## config.mk

```make
export PLATFORM = sky130hd
export DESIGN_NAME = nv_xfer_ctrl
export DESIGN_NICKNAME = d
export VERILOG_FILES = /design/src/rtl/nvc_pkg.sv /design/src/rtl/nvc_phase_cnt.sv /design/src/rtl/nvc_dirty.sv /design/src/rtl/nvc_seq_fsm.sv /design/src/rtl/nv_xfer_ctrl.sv
export SDC_FILE = /design/constraint.sdc
export NUM_CORES = 1
export LEC_CHECK = 0
export ABC_CLOCK_PERIOD_IN_PS = 2100
export BUFFER_PORTS_ARGS = -buffer_cell sky130_fd_sc_hd__buf_2
export CAP_MARGIN = 30
export CORE_MARGIN = 2
export CORE_UTILIZATION = 46
export CTS_BUF_LIST = sky130_fd_sc_hd__clkbuf_8
export DETAILED_ROUTE_END_ITERATION = 12
export GPL_TIMING_DRIVEN = 0
export PLACE_DENSITY = 0.66
export SYNTH_ARGS = -nofsm -noshare
export SYNTH_HDL_FRONTEND = slang
export SYNTH_SLANG_ARGS = --single-unit
```

## constraint.sdc

```tcl
create_clock -name clk_i -period 2.1 [get_ports clk_i]
set_input_delay 0.21 -clock clk_i [delete_from_list [all_inputs] [get_ports clk_i]]
set_output_delay 0.21 -clock clk_i [all_outputs]
set_load 0.01 [all_outputs]
```

## src/rtl/nvc_pkg.sv

```systemverilog
package nvc_pkg;

  typedef enum logic [2:0] {
    S_DOWN   = 3'd0,
    S_RECALL = 3'd1,
    S_IDLE   = 3'd2,
    S_EXT    = 3'd3,
    S_STORE  = 3'd4,
    S_WAIT   = 3'd5,
    S_PROBE  = 3'd6
  } nvc_state_e;

  typedef struct packed {
    logic busy_pd;
    logic inhibit;
    logic store;
    logic recall;
  } nvc_ctl_t;

  function automatic int nvc_max(input int a, input int b);
    return (a > b) ? a : b;
  endfunction

  function automatic nvc_ctl_t nvc_decode(input nvc_state_e s);
    nvc_ctl_t c;
    c = '0;
    unique case (s)
      S_DOWN:   c.inhibit = 1'b1;
      S_RECALL: begin c.inhibit = 1'b1; c.recall = 1'b1; end
      S_IDLE:   c = '0;
      S_EXT:    c = '0;
      S_STORE:  begin c.inhibit = 1'b1; c.store = 1'b1; c.busy_pd = 1'b1; end
      S_WAIT:   c.inhibit = 1'b1;
      S_PROBE:  begin c.inhibit = 1'b1; c.busy_pd = 1'b1; end
      default:  c.inhibit = 1'b1;
    endcase
    return c;
  endfunction

endpackage

```

## src/rtl/nvc_phase_cnt.sv

```systemverilog
// Cycles spent in the current state; cleared on every state change, saturates.
module nvc_phase_cnt #(
  parameter int CNT_W = 8
) (
  input  logic             clk_i,
  input  logic             rst_ni,
  input  logic             clr_i,
  output logic [CNT_W-1:0] cnt_o
);

  always_ff @(posedge clk_i or negedge rst_ni) begin
    if (!rst_ni)              cnt_o <= '0;
    else if (clr_i)           cnt_o <= '0;
    else if (cnt_o != '1)     cnt_o <= cnt_o + 1'b1;
  end

endmodule

```

## src/rtl/nvc_dirty.sv

```systemverilog
// set by a performed write, cleared by a completed store.
module nvc_dirty (
  input  logic clk_i,
  input  logic rst_ni,
  input  logic set_i,
  input  logic clr_i,
  output logic dirty_o
);

  always_ff @(posedge clk_i or negedge rst_ni) begin
    if (!rst_ni)     dirty_o <= 1'b0;
    else if (clr_i)  dirty_o <= 1'b0;
    else if (set_i)  dirty_o <= 1'b1;
  end

endmodule

```

## src/rtl/nvc_seq_fsm.sv

```systemverilog
module nvc_seq_fsm
  import nvc_pkg::*;
#(
  parameter int STORE_CYCLES  = 500000,
  parameter int RECALL_CYCLES = 1000,
  parameter int ASSERT_CYCLES = 13,
  parameter int GRACE_CYCLES  = 50,
  parameter int PROBE_CYCLES  = 3,
  parameter int CNT_W         = 19
) (
  input  logic             clk_i,
  input  logic             rst_ni,
  input  logic             pwr_ok_i,
  input  logic             sw_store_i,
  input  logic             sw_recall_i,
  input  logic             busy_line_i,
  input  logic             acc_evt_i,
  input  logic             wr_req_i,
  input  logic             dirty_i,
  input  logic [CNT_W-1:0] cnt_i,
  output nvc_state_e       state_o,
  output logic             cnt_clr_o,
  output logic             store_done_o
);

  localparam logic [CNT_W-1:0] StoreLast  = CNT_W'(STORE_CYCLES - 1);
  localparam logic [CNT_W-1:0] RecallLast = CNT_W'(RECALL_CYCLES - 1);
  localparam logic [CNT_W-1:0] QualIdx    = CNT_W'(ASSERT_CYCLES - 1);
  localparam logic [CNT_W-1:0] GraceLast  = CNT_W'(GRACE_CYCLES - 1);
  localparam logic [CNT_W-1:0] ProbeLast  = CNT_W'(PROBE_CYCLES - 1);

  nvc_state_e state_q, state_d;
  logic       rc_sw_q, rc_sw_d;
  logic       qual;
  nvc_state_e fail_tgt;
  nvc_state_e ext_tgt;

  // cnt counts EXT cycles; the IDLE sample that entered EXT was the first low one
  assign qual     = (cnt_i >= QualIdx);
  // a supply drop probes the line only if there is data to save
  assign fail_tgt = dirty_i ? S_PROBE : S_DOWN;
  // a clean flag skips the store but still waits for the line
  assign ext_tgt  = dirty_i ? S_STORE : S_WAIT;

  always_comb begin
    state_d      = state_q;
    rc_sw_d      = rc_sw_q;
    store_done_o = 1'b0;
    unique case (state_q)
      S_DOWN: begin
        // each rise of the supply starts a recall
        if (pwr_ok_i) begin
          state_d = S_RECALL;
          rc_sw_d = 1'b0;
        end
      end
      S_RECALL: begin
        // a software recall ignores the supply; R12 otherwise
        if (!rc_sw_q && !pwr_ok_i) state_d = S_DOWN;
        else if (cnt_i == RecallLast) state_d = S_IDLE;
      end
      S_IDLE: begin
        if (!pwr_ok_i) state_d = fail_tgt;
        else if (sw_store_i) state_d = S_STORE;
        else if (sw_recall_i) begin
          state_d = S_RECALL;
          rc_sw_d = 1'b1;
        end
        else if (!busy_line_i) state_d = S_EXT;
      end
      S_EXT: begin
        if (!pwr_ok_i) state_d = fail_tgt;
        else if (!qual) begin
          if (busy_line_i) state_d = S_IDLE;      // pulse too short
        end
        else if (acc_evt_i || wr_req_i || (cnt_i >= GraceLast)) begin
          state_d = ext_tgt;
        end
      end
      S_STORE: begin
        if (cnt_i == StoreLast) begin
          state_d      = S_WAIT;
          store_done_o = 1'b1;
        end
      end
      S_WAIT: begin
        // held inhibited until the line is seen released
        if (!pwr_ok_i) state_d = fail_tgt;
        else if (busy_line_i) state_d = S_IDLE;
      end
      S_PROBE: begin
        // line never went low, give up on the automatic store
        if (!busy_line_i) state_d = S_STORE;
        else if (cnt_i >= ProbeLast) state_d = S_DOWN;
      end
      default: state_d = S_DOWN;
    endcase
  end

  always_ff @(posedge clk_i or negedge rst_ni) begin
    if (!rst_ni) begin
      state_q <= S_DOWN;
      rc_sw_q <= 1'b0;
    end else begin
      state_q <= state_d;
      rc_sw_q <= rc_sw_d;
    end
  end

  assign state_o   = state_q;
  assign cnt_clr_o = (state_d != state_q);

endmodule

```

## src/rtl/nv_xfer_ctrl.sv

```systemverilog
module nv_xfer_ctrl
  import nvc_pkg::*;
#(
  parameter int STORE_CYCLES  = 500000,
  parameter int RECALL_CYCLES = 1000,
  parameter int ASSERT_CYCLES = 13,
  parameter int GRACE_CYCLES  = 50,
  parameter int PROBE_CYCLES  = 3
) (
  input  logic clk_i,
  input  logic rst_ni,
  input  logic pwr_ok_i,
  input  logic sw_store_i,
  input  logic sw_recall_i,
  input  logic busy_line_i,
  input  logic acc_evt_i,
  input  logic wr_req_i,
  output logic busy_pd_o,
  output logic inhibit_o,
  output logic out_hiz_o,
  output logic store_o,
  output logic recall_o,
  output logic wr_en_o
);

  localparam int MaxCyc = nvc_max(nvc_max(STORE_CYCLES, RECALL_CYCLES),
                                  nvc_max(GRACE_CYCLES, nvc_max(ASSERT_CYCLES, PROBE_CYCLES)));
  localparam int CntW   = $clog2(MaxCyc + 1);

  nvc_state_e     state;
  logic           cnt_clr;
  logic           store_done;
  logic           dirty;
  logic [CntW-1:0] cnt;
  nvc_ctl_t       ctl;

  nvc_phase_cnt #(.CNT_W(CntW)) u_cnt (
    .clk_i  (clk_i),
    .rst_ni (rst_ni),
    .clr_i  (cnt_clr),
    .cnt_o  (cnt)
  );

  nvc_dirty u_dirty (
    .clk_i   (clk_i),
    .rst_ni  (rst_ni),
    .set_i   (wr_en_o),
    .clr_i   (store_done),
    .dirty_o (dirty)
  );

  nvc_seq_fsm #(
    .STORE_CYCLES  (STORE_CYCLES),
    .RECALL_CYCLES (RECALL_CYCLES),
    .ASSERT_CYCLES (ASSERT_CYCLES),
    .GRACE_CYCLES  (GRACE_CYCLES),
    .PROBE_CYCLES  (PROBE_CYCLES),
    .CNT_W         (CntW)
  ) u_fsm (
    .clk_i        (clk_i),
    .rst_ni       (rst_ni),
    .pwr_ok_i     (pwr_ok_i),
    .sw_store_i   (sw_store_i),
    .sw_recall_i  (sw_recall_i),
    .busy_line_i  (busy_line_i),
    .acc_evt_i    (acc_evt_i),
    .wr_req_i     (wr_req_i),
    .dirty_i      (dirty),
    .cnt_i        (cnt),
    .state_o      (state),
    .cnt_clr_o    (cnt_clr),
    .store_done_o (store_done)
  );

  assign ctl       = nvc_decode(state);
  assign busy_pd_o = ctl.busy_pd;
  assign inhibit_o = ctl.inhibit;
  assign store_o   = ctl.store;
  assign recall_o  = ctl.recall;
  // no write once the line is low, even inside the grace window
  assign wr_en_o   = wr_req_i && busy_line_i && (state == S_IDLE);

  assign out_hiz_o = ctl.inhibit || wr_req_i;

endmodule

```

==> flow_metrics.tcl <==
set metrics [dict create \
    cts_buffer_depth 2 \
    syn_area_sq_mm 0.001668 \
    fin_cells 263 \
    r2r-start "u_cnt.cnt_o[14]$_DFFE_PN0P_" \
    synthAdderAreaFrac 0.02251 \
    dp_cells 247 \
    num_antenna_cells 0 \
    mostFrequentLayoutCells "nor2_1, dfrtp_1, buf_2, nand2_1, and2_1" \
    post-route-drc-count 0 \
    seq_power_share 0.346 \
    die_h_microns 64.22 \
    synth_cells 188 \
    seq_area_frac_synth 0.3601 \
    start_util 0.4883 \
    synth-xor-area-share 0.07352 \
    via_per_inst 5.886 \
    worst-setup-path-type "reg2reg" \
    power_switching_mw 0.5117 \
    antenna_found_initial 0 \
    hold_path_startpoint "busy_line_i" \
    final_nets 229 \
    dp_hpwl_mm 2.761 \
    path_cells "nor4_4 > and4_4 > a32oi_4 > a2111oi_4 > o21ai_2 > a221oi_4 > buf_6 > buf_6 > and2_4" \
    path_clk_slew_ns 0.09 \
    hold_viol 0 \
    yosysWarnings 0 \
    ioPinCount 14 \
    reg2reg_depth 9 \
    cp-start-kind "flop" \
    cp-startpoint "u_cnt.cnt_o[14]$_DFFE_PN0P_" \
    totalPowerFinal_mw 1.589 \
    max_cap_viol_count 0 \
    cp_common_cell "buf_6" \
    io_buffers 13 \
    cts_made_buffers 3 \
    synthArstFlopShare 1.000 \
    timing.final.crit_share 1.131 \
    cp_top_family "compound AO/OA/AOI/OAI gates" \
    synth-edff-count 0 \
    slew_headroom 0.6142 \
    worstMarginPinSlew_ns 0.5774 \
    clock-skew-final_ns 0.002950 \
    synth_top_family_by_area "simple AND/OR/NAND/NOR gates" \
    cp_data_required_time_ns 2.32 \
    insertion_delay_ns 0.28 \
    clock.fmax_mhz 420.9 \
    place_congestion 0.8961 \
    timing.setup.tns_ns -4.741 \
    synth_compound_area_frac 0.1320 \
    fin_crit_ns 2.376 \
    grt_usage 0.2266 \
    coreArea_sq_mm 0.003416 \
    cts_tree "yes" \
    switching_share 0.3221 \
    clockRootBuffer "clkbuf_8" \
    slowest_stage "dfrtp_2" \
    status "complete, but fails checks" \
    critPathBufInv 2 \
    min_path_type "in2reg" \
    grt_pass1_wl_mm 7.238 \
    drive_gt1_frac 0.3180 \
    synth_ff_type "dfrtp_1" \
    first_global_vias 1610 \
    worstHoldEndpoint "u_fsm.state_o[2]$_DFF_PN0_" \
    first_pass_iters 4 \
    grt.overflow.total 0 \
    syn2layout_area_growth_pct 26.11 \
    rrSetupSlack_ns -0.28 \
    post_dp_cell_area_sq_mm 0.001831 \
    leakage_nw 0.9374 \
    path_max_fanout 5 \
    power_density_mw_per_mm2 755.3 \
    synth.distinct_cells 48 \
    finalWirelength_mm 4.158 \
    grt_max_degree 25 \
    whs_path_depth 3 \
    synth_mux_area_frac 0 \
    critPathArrivalTime_ns 2.60 \
    violations "negative setup slack" \
    final_util 0.6158 \
    rows 21 \
    synth-seq-cells 24 \
    slowest_delay_ns 0.44 \
    intPower_mw 1.077 \
    ir_drop_v 0.0003626 \
    postRouteAntennaNets 0 \
    synth_fp_nets 199 \
    wl_per_cell_microns 15.81 \
    setup_viol 19 \
    clock_power_share 0.262 \
    reg2reg_to "u_cnt.cnt_o[4]$_DFFE_PN0P_" \
    cts.sinks 24 \
    drv_slew 0 \
    comb_power_share 0.392 \
    final_area_sq_mm 0.002103 \
    end_kind "flop" \
    synth-simple-area-share 0.3766 \
    die_area_sq_mm 0.004124 \
    die_w_microns 64.22 \
    cts_max_level 1 \
    fin_ws_ns -0.2760 \
    synth_area_per_cell_sq_um 8.872 \
    vias 1548 \
    drtIter0Drc 106 \
    rsz0062_at_grt "true" \
]
[layout make-up]
type,count,area [sq um]
timing repair buffer,26,172.7
buffer,5,31.28
multi-input combinational,151,1136
sequential,24,608.1
clock buffer,3,41.29
tap,46,57.56
inverter,7,26.28
clock inverter,1,30.03
fill,297,1313
[worst max path at each step]
stage | end | slack, ns | cells past startpoint
2_1_floorplan | u_cnt.cnt_o[16]$_DFFE_PN0P_ | -0.11 | 8
3_3_place_gp | u_cnt.cnt_o[16]$_DFFE_PN0P_ | -0.49 | 8
3_5_place_dp | u_cnt.cnt_o[16]$_DFFE_PN0P_ | -0.52 | 8
4_1_cts | u_cnt.cnt_o[16]$_DFFE_PN0P_ | -0.30 | 9
5_1_grt | u_cnt.cnt_o[16]$_DFFE_PN0P_ | -0.39 | 9
6_report | u_cnt.cnt_o[4]$_DFFE_PN0P_ | -0.28 | 9
[metal layers]
metal / GRT usage / vias to the layer above / share of wire
li1: - / 728 / -
met1: 0.2570 / 760 / 0.40
met2: 0.4049 / 47 / 0.52
met3: 0.03521 / 13 / 0.049
met4: 0.1223 / 0 / 0.027
met5: 0 / - / 0
[flip-flops by register name, indices dropped and copies added (netlist names)]
name             cells
u_fsm.rc_sw_q        1
u_fsm.state_o        3
u_cnt.cnt_o         19
u_dirty.dirty_o      1
[through the flow]
| step | hold slack, ns | setup WS [ns] |
|---|---|---|
| 6_report | 0.2988 | -0.2760 |
| 5_1_grt | 0.3129 | -0.3899 |
| 4_1_cts | 0.2986 | -0.3037 |
| 3_5_place_dp | 0.2298 | -0.5248 |
| 3_3_place_gp | 0.2173 | -0.4879 |
| 2_1_floorplan | -0.08559 | -0.1133 |
[cells in the mapped netlist, types with 2 or more instances]
library cell | number | area (sq um)
a21oi_1 | 4 | 20.02
and2_1 | 15 | 93.84
and3_1 | 6 | 37.54
buf_2 | 2 | 10.01
clkbuf_1 | 3 | 11.26
dfrtp_1 | 24 | 600.6
ha_1 | 3 | 37.54
inv_1 | 7 | 26.28
nand2_1 | 15 | 56.30
nand2b_1 | 5 | 31.28
nand3_1 | 13 | 65.06
nand3b_1 | 3 | 22.52
nand4_1 | 5 | 31.28
nor2_1 | 18 | 67.56
nor2b_1 | 5 | 31.28
nor3_1 | 5 | 25.02
nor3b_1 | 4 | 30.03
nor4_1 | 3 | 18.77
o21ai_0 | 3 | 15.01
or2_2 | 2 | 12.51
or3_1 | 4 | 25.02
xnor2_1 | 9 | 78.83
xor2_1 | 5 | 43.79
[power groups by stage]
stage	clock (mW)	combinational, mW	sequential, mW
after floorplan	0	0.317	0.541
after global placement	0	0.419	0.547
after detailed placement	0	0.429	0.549
after CTS	0.421	0.584	0.539
after global routing	0.438	0.674	0.558
final	0.416	0.623	0.549
[logic make-up (layout without fill, tap and decap cells)]
logic type	count (synthesis)	count (layout)
and+or+nand+nor	110	110
AOI/OAI and AO/OA	24	24
DFF	24	24
xor gates and xnor gates	14	14
buffers and inverters	13	42
adders and majority gates	3	3
[what timing repair did]
| item | in CTS | in global routing |
|---|---|---|
| hold buffers | 1 | 0 |
| setup buffers | 10 | 1 |
| gates resized for setup | 15 | 14 |
| gates cloned | 1 | 0 |
| setup endpoints to repair | 19 | 20 |
| endpoints found under the hold margin | 24 | 0 |
| pin swaps | 7 | 2 |
[worst register-to-register path: cells and delay by family, from the launching register on]
kind	cells	cell delay, ns
flops	1	0.44
buf+inv	2	0.29
simple gates	3	0.77
compound gates	4	0.84
Note: power is estimated with default switching activity, not from simulation.
